File: src/rtl/ddc_pkg.sv
package ddc_pkg;

  // Stage load strobes handed from control to datapath
  typedef struct packed {
    logic ld1;  // capture sample and carrier values
    logic ld2;  // capture raw products
    logic ld3;  // capture rounded outputs
  } mixStrobe_t;

  localparam real PI_R = 3.14159265358979323846;

  // Quarter-wave point k, sampled at the centre of its bin
  function automatic int quarterSine(int k, int fineW, int tabW);
    real ang;
    real amp;
    ang = 2.0 * PI_R * (real'(k) + 0.5) / real'(4 << fineW);
    amp = real'((1 << (tabW - 1)) - 1);
    return $rtoi($floor(amp * $sin(ang) + 0.5));
  endfunction

endpackage

File: src/rtl/ddc_ctrl.sv
module ddc_ctrl
  import ddc_pkg::*;
#(
  parameter int PHASE_W = 32,
  parameter int ADDR_W  = 10
) (
  input  logic              clk,
  input  logic              rstN,
  input  logic              sampleValid,
  input  logic [PHASE_W-1:0] tuneWord,
  input  logic              phaseClr,
  output logic [ADDR_W-1:0] tabAddr,
  output mixStrobe_t        strb,
  output logic              outValid
);

  logic [PHASE_W-1:0] phaseAcc;
  logic v1, v2, v3;

  always_ff @(posedge clk or negedge rstN) begin
    if (!rstN)            phaseAcc <= '0;
    else if (phaseClr)    phaseAcc <= '0;
    else if (sampleValid) phaseAcc <= phaseAcc + tuneWord;
  end

  always_ff @(posedge clk or negedge rstN) begin
    if (!rstN) begin
      v1 <= 1'b0;
      v2 <= 1'b0;
      v3 <= 1'b0;
    end else begin
      v1 <= sampleValid;
      v2 <= v1;
      v3 <= v2;
    end
  end

  assign tabAddr  = phaseAcc[PHASE_W-1 -: ADDR_W];
  assign strb.ld1 = sampleValid;
  assign strb.ld2 = v1;
  assign strb.ld3 = v2;
  assign outValid = v3;


  phase_hold_chk: assert property (@(posedge clk) disable iff (!rstN)
    (!sampleValid && !phaseClr) |=> $stable(phaseAcc));


  phase_clear_chk: assert property (@(posedge clk) disable iff (!rstN)
    phaseClr |=> (phaseAcc == '0));

endmodule

File: src/rtl/ddc_datapath.sv
module ddc_datapath
  import ddc_pkg::*;
#(
  parameter int ADDR_W = 10,
  parameter int SAMP_W = 16,
  parameter int TAB_W  = 16,
  parameter int OUT_W  = 18
) (
  input  logic                     clk,
  input  logic                     rstN,
  input  mixStrobe_t               strb,
  input  logic [ADDR_W-1:0]        tabAddr,
  input  logic signed [SAMP_W-1:0] sampleIn,
  output logic signed [OUT_W-1:0]  iOut,
  output logic signed [OUT_W-1:0]  qOut
);

  localparam int FINE_W = ADDR_W - 2;
  localparam int TAB_N  = 1 << FINE_W;
  localparam int PROD_W = SAMP_W + TAB_W;
  localparam int SHIFT  = PROD_W - OUT_W;
  localparam logic signed [PROD_W+1:0] RND = (PROD_W+2)'(1) <<< (SHIFT - 1);
  localparam logic signed [TAB_W-1:0] MIN_TAB = {1'b1, {(TAB_W-1){1'b0}}};

  // Quarter-wave table, built from a constant function
  logic signed [TAB_W-1:0] quarterTab [TAB_N];
  for (genvar k = 0; k < TAB_N; k++) begin : g_tab
    localparam int ENT = quarterSine(k, FINE_W, TAB_W);
    assign quarterTab[k] = TAB_W'(ENT);
  end

  // Quadrant reconstruction
  logic [1:0]              quad;
  logic [FINE_W-1:0]       fineIdx, mirIdx;
  logic signed [TAB_W-1:0] sinMag, cosMag, sinVal, cosVal;

  always_comb begin
    quad    = tabAddr[ADDR_W-1 -: 2];
    fineIdx = tabAddr[FINE_W-1:0];
    mirIdx  = ~fineIdx;
    sinMag  = quad[0] ? quarterTab[mirIdx] : quarterTab[fineIdx];
    cosMag  = quad[0] ? quarterTab[fineIdx] : quarterTab[mirIdx];
    sinVal  = quad[1] ? -sinMag : sinMag;
    cosVal  = (quad[1] ^ quad[0]) ? -cosMag : cosMag;
  end

  // Stage 1: operands
  logic signed [SAMP_W-1:0] sampR;
  logic signed [TAB_W-1:0]  cosR, sinR;

  always_ff @(posedge clk or negedge rstN) begin
    if (!rstN) begin
      sampR <= '0;
      cosR  <= '0;
      sinR  <= '0;
    end else if (strb.ld1) begin
      sampR <= sampleIn;
      cosR  <= cosVal;
      sinR  <= sinVal;
    end
  end

  // Stage 2: products (16x16 signed each)
  logic signed [PROD_W-1:0] mulI, mulQ;
  logic signed [PROD_W:0]   negQ;
  logic signed [PROD_W-1:0] prodI;
  logic signed [PROD_W:0]   prodQ;

  assign mulI = sampR * cosR;
  assign mulQ = sampR * sinR;
  assign negQ = -$signed({mulQ[PROD_W-1], mulQ});

  always_ff @(posedge clk or negedge rstN) begin
    if (!rstN) begin
      prodI <= '0;
      prodQ <= '0;
    end else if (strb.ld2) begin
      prodI <= mulI;
      prodQ <= negQ;
    end
  end

  // Stage 3: round half up and keep OUT_W bits
  logic signed [PROD_W+1:0] sumI, sumQ;

  assign sumI = $signed({{2{prodI[PROD_W-1]}}, prodI}) + RND;
  assign sumQ = $signed({prodQ[PROD_W], prodQ}) + RND;

  always_ff @(posedge clk or negedge rstN) begin
    if (!rstN) begin
      iOut <= '0;
      qOut <= '0;
    end else if (strb.ld3) begin
      iOut <= sumI[SHIFT +: OUT_W];
      qOut <= sumQ[SHIFT +: OUT_W];
    end
  end


  carrier_range_chk: assert property (@(posedge clk) disable iff (!rstN)
    strb.ld2 |-> (cosR != MIN_TAB && sinR != MIN_TAB));


  out_hold_chk: assert property (@(posedge clk) disable iff (!rstN)
    !strb.ld3 |=> ($stable(iOut) && $stable(qOut)));

endmodule

File: src/rtl/ddc_nco_mixer.sv
module ddc_nco_mixer
  import ddc_pkg::*;
#(
  parameter int PHASE_W = 32,
  parameter int ADDR_W  = 10,
  parameter int SAMP_W  = 16,
  parameter int TAB_W   = 16,
  parameter int OUT_W   = 18
) (
  input  logic                     clk,
  input  logic                     rstN,
  input  logic                     sampleValid,
  input  logic signed [SAMP_W-1:0] sampleIn,
  input  logic [PHASE_W-1:0]       tuneWord,
  input  logic                     phaseClr,
  output logic signed [OUT_W-1:0]  iOut,
  output logic signed [OUT_W-1:0]  qOut,
  output logic                     outValid
);

  mixStrobe_t        strb;
  logic [ADDR_W-1:0] tabAddr;

  ddc_ctrl #(.PHASE_W(PHASE_W), .ADDR_W(ADDR_W)) ctrl_i (
    .clk(clk), .rstN(rstN), .sampleValid(sampleValid), .tuneWord(tuneWord),
    .phaseClr(phaseClr), .tabAddr(tabAddr), .strb(strb), .outValid(outValid)
  );

  ddc_datapath #(.ADDR_W(ADDR_W), .SAMP_W(SAMP_W), .TAB_W(TAB_W), .OUT_W(OUT_W)) dp_i (
    .clk(clk), .rstN(rstN), .strb(strb), .tabAddr(tabAddr),
    .sampleIn(sampleIn), .iOut(iOut), .qOut(qOut)
  );


  latency_fwd_chk: assert property (@(posedge clk) disable iff (!rstN)
    sampleValid |-> ##3 outValid);


  latency_bwd_chk: assert property (@(posedge clk) disable iff (!rstN)
    outValid |-> $past(sampleValid, 3));

endmodule

File: config.mk
export PLATFORM = sky130hd
export DESIGN_NAME = ddc_nco_mixer
export DESIGN_NICKNAME = d
export VERILOG_FILES = /design/src/rtl/ddc_pkg.sv /design/src/rtl/ddc_ctrl.sv /design/src/rtl/ddc_datapath.sv /design/src/rtl/ddc_nco_mixer.sv
export SDC_FILE = /design/constraint.sdc
export NUM_CORES = 2
export LEC_CHECK = 0
export ABC_AREA = 1
export BUFFER_PORTS_ARGS = -buffer_cell sky130_fd_sc_hd__clkbuf_2
export CAP_MARGIN = 20
export CORE_MARGIN = 1
export CORE_UTILIZATION = 56
export CTS_CLUSTER_SIZE = 30
export DETAILED_ROUTE_END_ITERATION = 8
export PLACE_DENSITY = 0.69
export SLEW_MARGIN = 30
export SYNTH_ARGS = -nofsm -noshare
export SYNTH_HDL_FRONTEND = slang
export SYNTH_HIERARCHICAL = 1
export SYNTH_SLANG_ARGS = --single-unit
File: constraint.sdc
create_clock -name clk -period 6.7 [get_ports clk]
set_clock_uncertainty 0.15 [all_clocks]
set_input_delay 0.335 -clock clk [delete_from_list [all_inputs] [get_ports clk]]
set_output_delay 0.335 -clock clk [all_outputs]
set_load 0.03 [all_outputs]
==> run summary <==
Yosys cell types -> 51
Post-CTS setup buffers -> 0
Area growth syn-to-layout -> 5.17%
Final setup fails -> 0
CTS tree -> built
GRT Overall Usage -> 40.8%
EDFF count, synth -> 0
Max Clk Rate -> 0.156 GHz
Routed Antenna Nets -> 0
Synth Net Count -> 6337
Commonest cells post-synth -> nand2_1 (1731), inv_1 (1119), fa_1 (522)
RSZ-0062 raised after global routing -> false
I/O pins -> 89
CP Data Required Time -> 6.91 ns
Total wire length -> 134 mm
Period utilization -> 95.6%
Setup_tns -> 0 ns
Iter 0 DRT Violations -> 3829
Hold Path Class -> primary input to flip-flop
DRT Pass-1 Iters -> 6
Ys flop type -> dfrtp_1
Fin crit period -> 6.41 ns
# rows -> 93
Cell count after synthesis -> 5514
Die area -> 67300 µm²
Via Count -> 36100
Pins Over Slew Limit -> 0
Clock Tree Root -> clkbuf_16
CP max FO -> 20
Ys Warns -> 6
Final hold vios -> 0
Post-synth top area cell -> fa_1
Vias per inst -> 5.68
# diodes -> 0
GP Congestion -> 1.08
Worst-margin pin slew -> 0.969 ns
Core region area -> 64900 µm²
Final WS setup -> 0.295 ns
Gr ovfl total -> 0
Synth top area share -> 28.2%
Starting Density -> 57.1%
Placement Cell Area -> 38200 µm²
Worst hold slack -> 0.0393 ns
Max_cap viols -> 0
Async set-reset flop share out of synthesis -> 100%
Wire length per cell -> 21.1 µm
Sequential fraction of the synthesis area -> 10.6%
Port Buffers -> 88
Status -> finished clean
CTS Sinks -> 157
Dpl hpwl -> 106 mm
Place WS -> 0.212 ns
Initial antenna violation count -> 1
Synthesized cell area -> 37100 µm²
Final net count -> 6303
Critical path startpoint category -> flip-flop
Drt drc -> 0
Worst EP arrival -> 6.61 ns
Area contributors post-synth -> fa_1 (28%), nand2_1 (18%), inv_1 (11%), dfrtp_1 (11%), ha_1 (8.4%)
Clock Path Buffers -> 2
CTS H-Tree Depth -> 4
Fraction of layout cells with a size suffix above 1 -> 5.84%
Setup crit end kind -> flip-flop
Largest net degree at the start of global routing -> 106
CTS Buf Count -> 17
First-pass GRT wire length -> 207 mm
Avg Synthesized Cell Area -> 6.73 µm²
Clk_lat worst skew -> 0.50 ns
Design area -> 39000 µm²
Die Span X -> 259 µm
Critical path type -> flip-flop to flip-flop
Clk pin slew, worst setup/hold paths -> 0.08 ns
Yosys reg bits -> 157
Vias in the first global route -> 36100
Die Ht -> 259 µm
Top-count cell post-synth -> nand2_1
Max_slew headroom -> 35.2%
[critical path, cell delays in order (launching register included)]
cell and delay (ns):
dfrtp_1 0.61, buf_4 0.37, nand2_1 0.12, fa_1 0.52
inv_1 0.06, fa_1 0.49, fa_1 0.61, fa_1 0.44
fa_1 0.50, inv_1 0.05, fa_1 0.47, inv_1 0.04
ha_1 0.35, a21oi_1 0.23, o21ai_0 0.15, o21bai_1 0.17
a21oi_1 0.36, o21bai_1 0.12, or2_2 0.28, nand3_1 0.06
o21ai_0 0.09
[layout by cell type (no fill, tap or decap), types with 4 or more instances in the layout]
cell type      count
nand2_1         1731
fa_1             522
and2_1             4
clkbuf_16         17
o21ai_0          202
o31ai_1            6
nor2_2            16
o211ai_1           8
o21bai_1           8
a31oi_1           18
nand3_1          423
ha_1             249
o21a_1             4
nand3b_1          10
clkinv_8           6
xnor2_1           29
clkbuf_2          87
dfrtp_2            4
inv_1           1119
nor3_1            25
nand2_2           27
or2_2             19
o21ai_1           36
a21o_1             8
dlygate4sd3_1     17
nor2_1           328
buf_12             8
clkinv_1           4
nand4_1           40
dfrtp_1          151
o21ai_2            5
buf_4             97
inv_2              9
a21oi_1          168
xor2_1            43
[final timing paths]
kind                                start                  end  slack, ns  depth (start not counted)
max reg2reg                dp_i/sampR[12]       dp_i/prodI[25]       0.29                         20
max in group asynchronous            rstN  ctrl_i/phaseAcc[26]       5.13                          3
min reg2reg                  dp_i/iOut[0]         dp_i/iOut[0]       0.34                          2
min                           tuneWord[0]   ctrl_i/phaseAcc[0]       0.04                          3
max                        dp_i/sampR[12]       dp_i/prodI[25]       0.29                         20
min in group asynchronous            rstN       dp_i/prodQ[21]       0.24                          2
[cell families (layout without fill, tap and decap cells)]
group           count (synthesis)  in the layout  share of synthesized area, %
flops                         157            157                          10.6
simple gates                 2635           2635                          29.1
compound gates                481            481                          6.99
xor+xnor                       72             72                          1.70
fa+ha+maj                     771            771                          36.6
buf+inv                      1398           1377                          15.0
[what timing repair did]
item	in CTS	in global routing
endpoints found under the setup margin	0	5
resized for setup	0	3
endpoints found under the hold margin	93	0
hold buffers	17	0
[sequential cells by signal, indices dropped and copies added, names as in the netlist]
signal,count
dp_i/prodQ,19
dp_i/sinR,16
dp_i/iOut,18
ctrl_i/v1,1
ctrl_i/v2,1
ctrl_i/phaseAcc,32
dp_i/qOut,18
dp_i/sampR,16
dp_i/prodI,19
ctrl_i/outValid,1
dp_i/cosR,16
[metal layers]
layer | track usage (%) | vias up | wire length, µm
li1 | - | 16500 | -
met1 | 52.5 | 17200 | 52700
met2 | 64.4 | 1921 | 59600
met3 | 7.98 | 429 | 13000
met4 | 22.5 | 0 | 8390
met5 | 0 | - | 0
[through the flow]
stage / util, % / instances
global route: 60.1 / 6348
detailed placement: 58.9 / 6299
global placement: 58.9 / 6299
finish: 60.1 / 6348
CTS: 60.1 / 6348
floorplan: - / 5514
[area by class of cell]
type                            count  area (µm²)
Multi-Input combinational cell   3959       27600
Clock inverter                     15         191
Clock buffer                       17         425
Tap cell                          855        1070
Timing Repair Buffer              210        1510
Inverter                         1135        4270
Sequential cell                   157        3940
Fill cell                        6233       25900
Power is left out: the tool's default activity adds up to more than one toggle a clock period on the data nets, which glitch-free logic cannot reach.
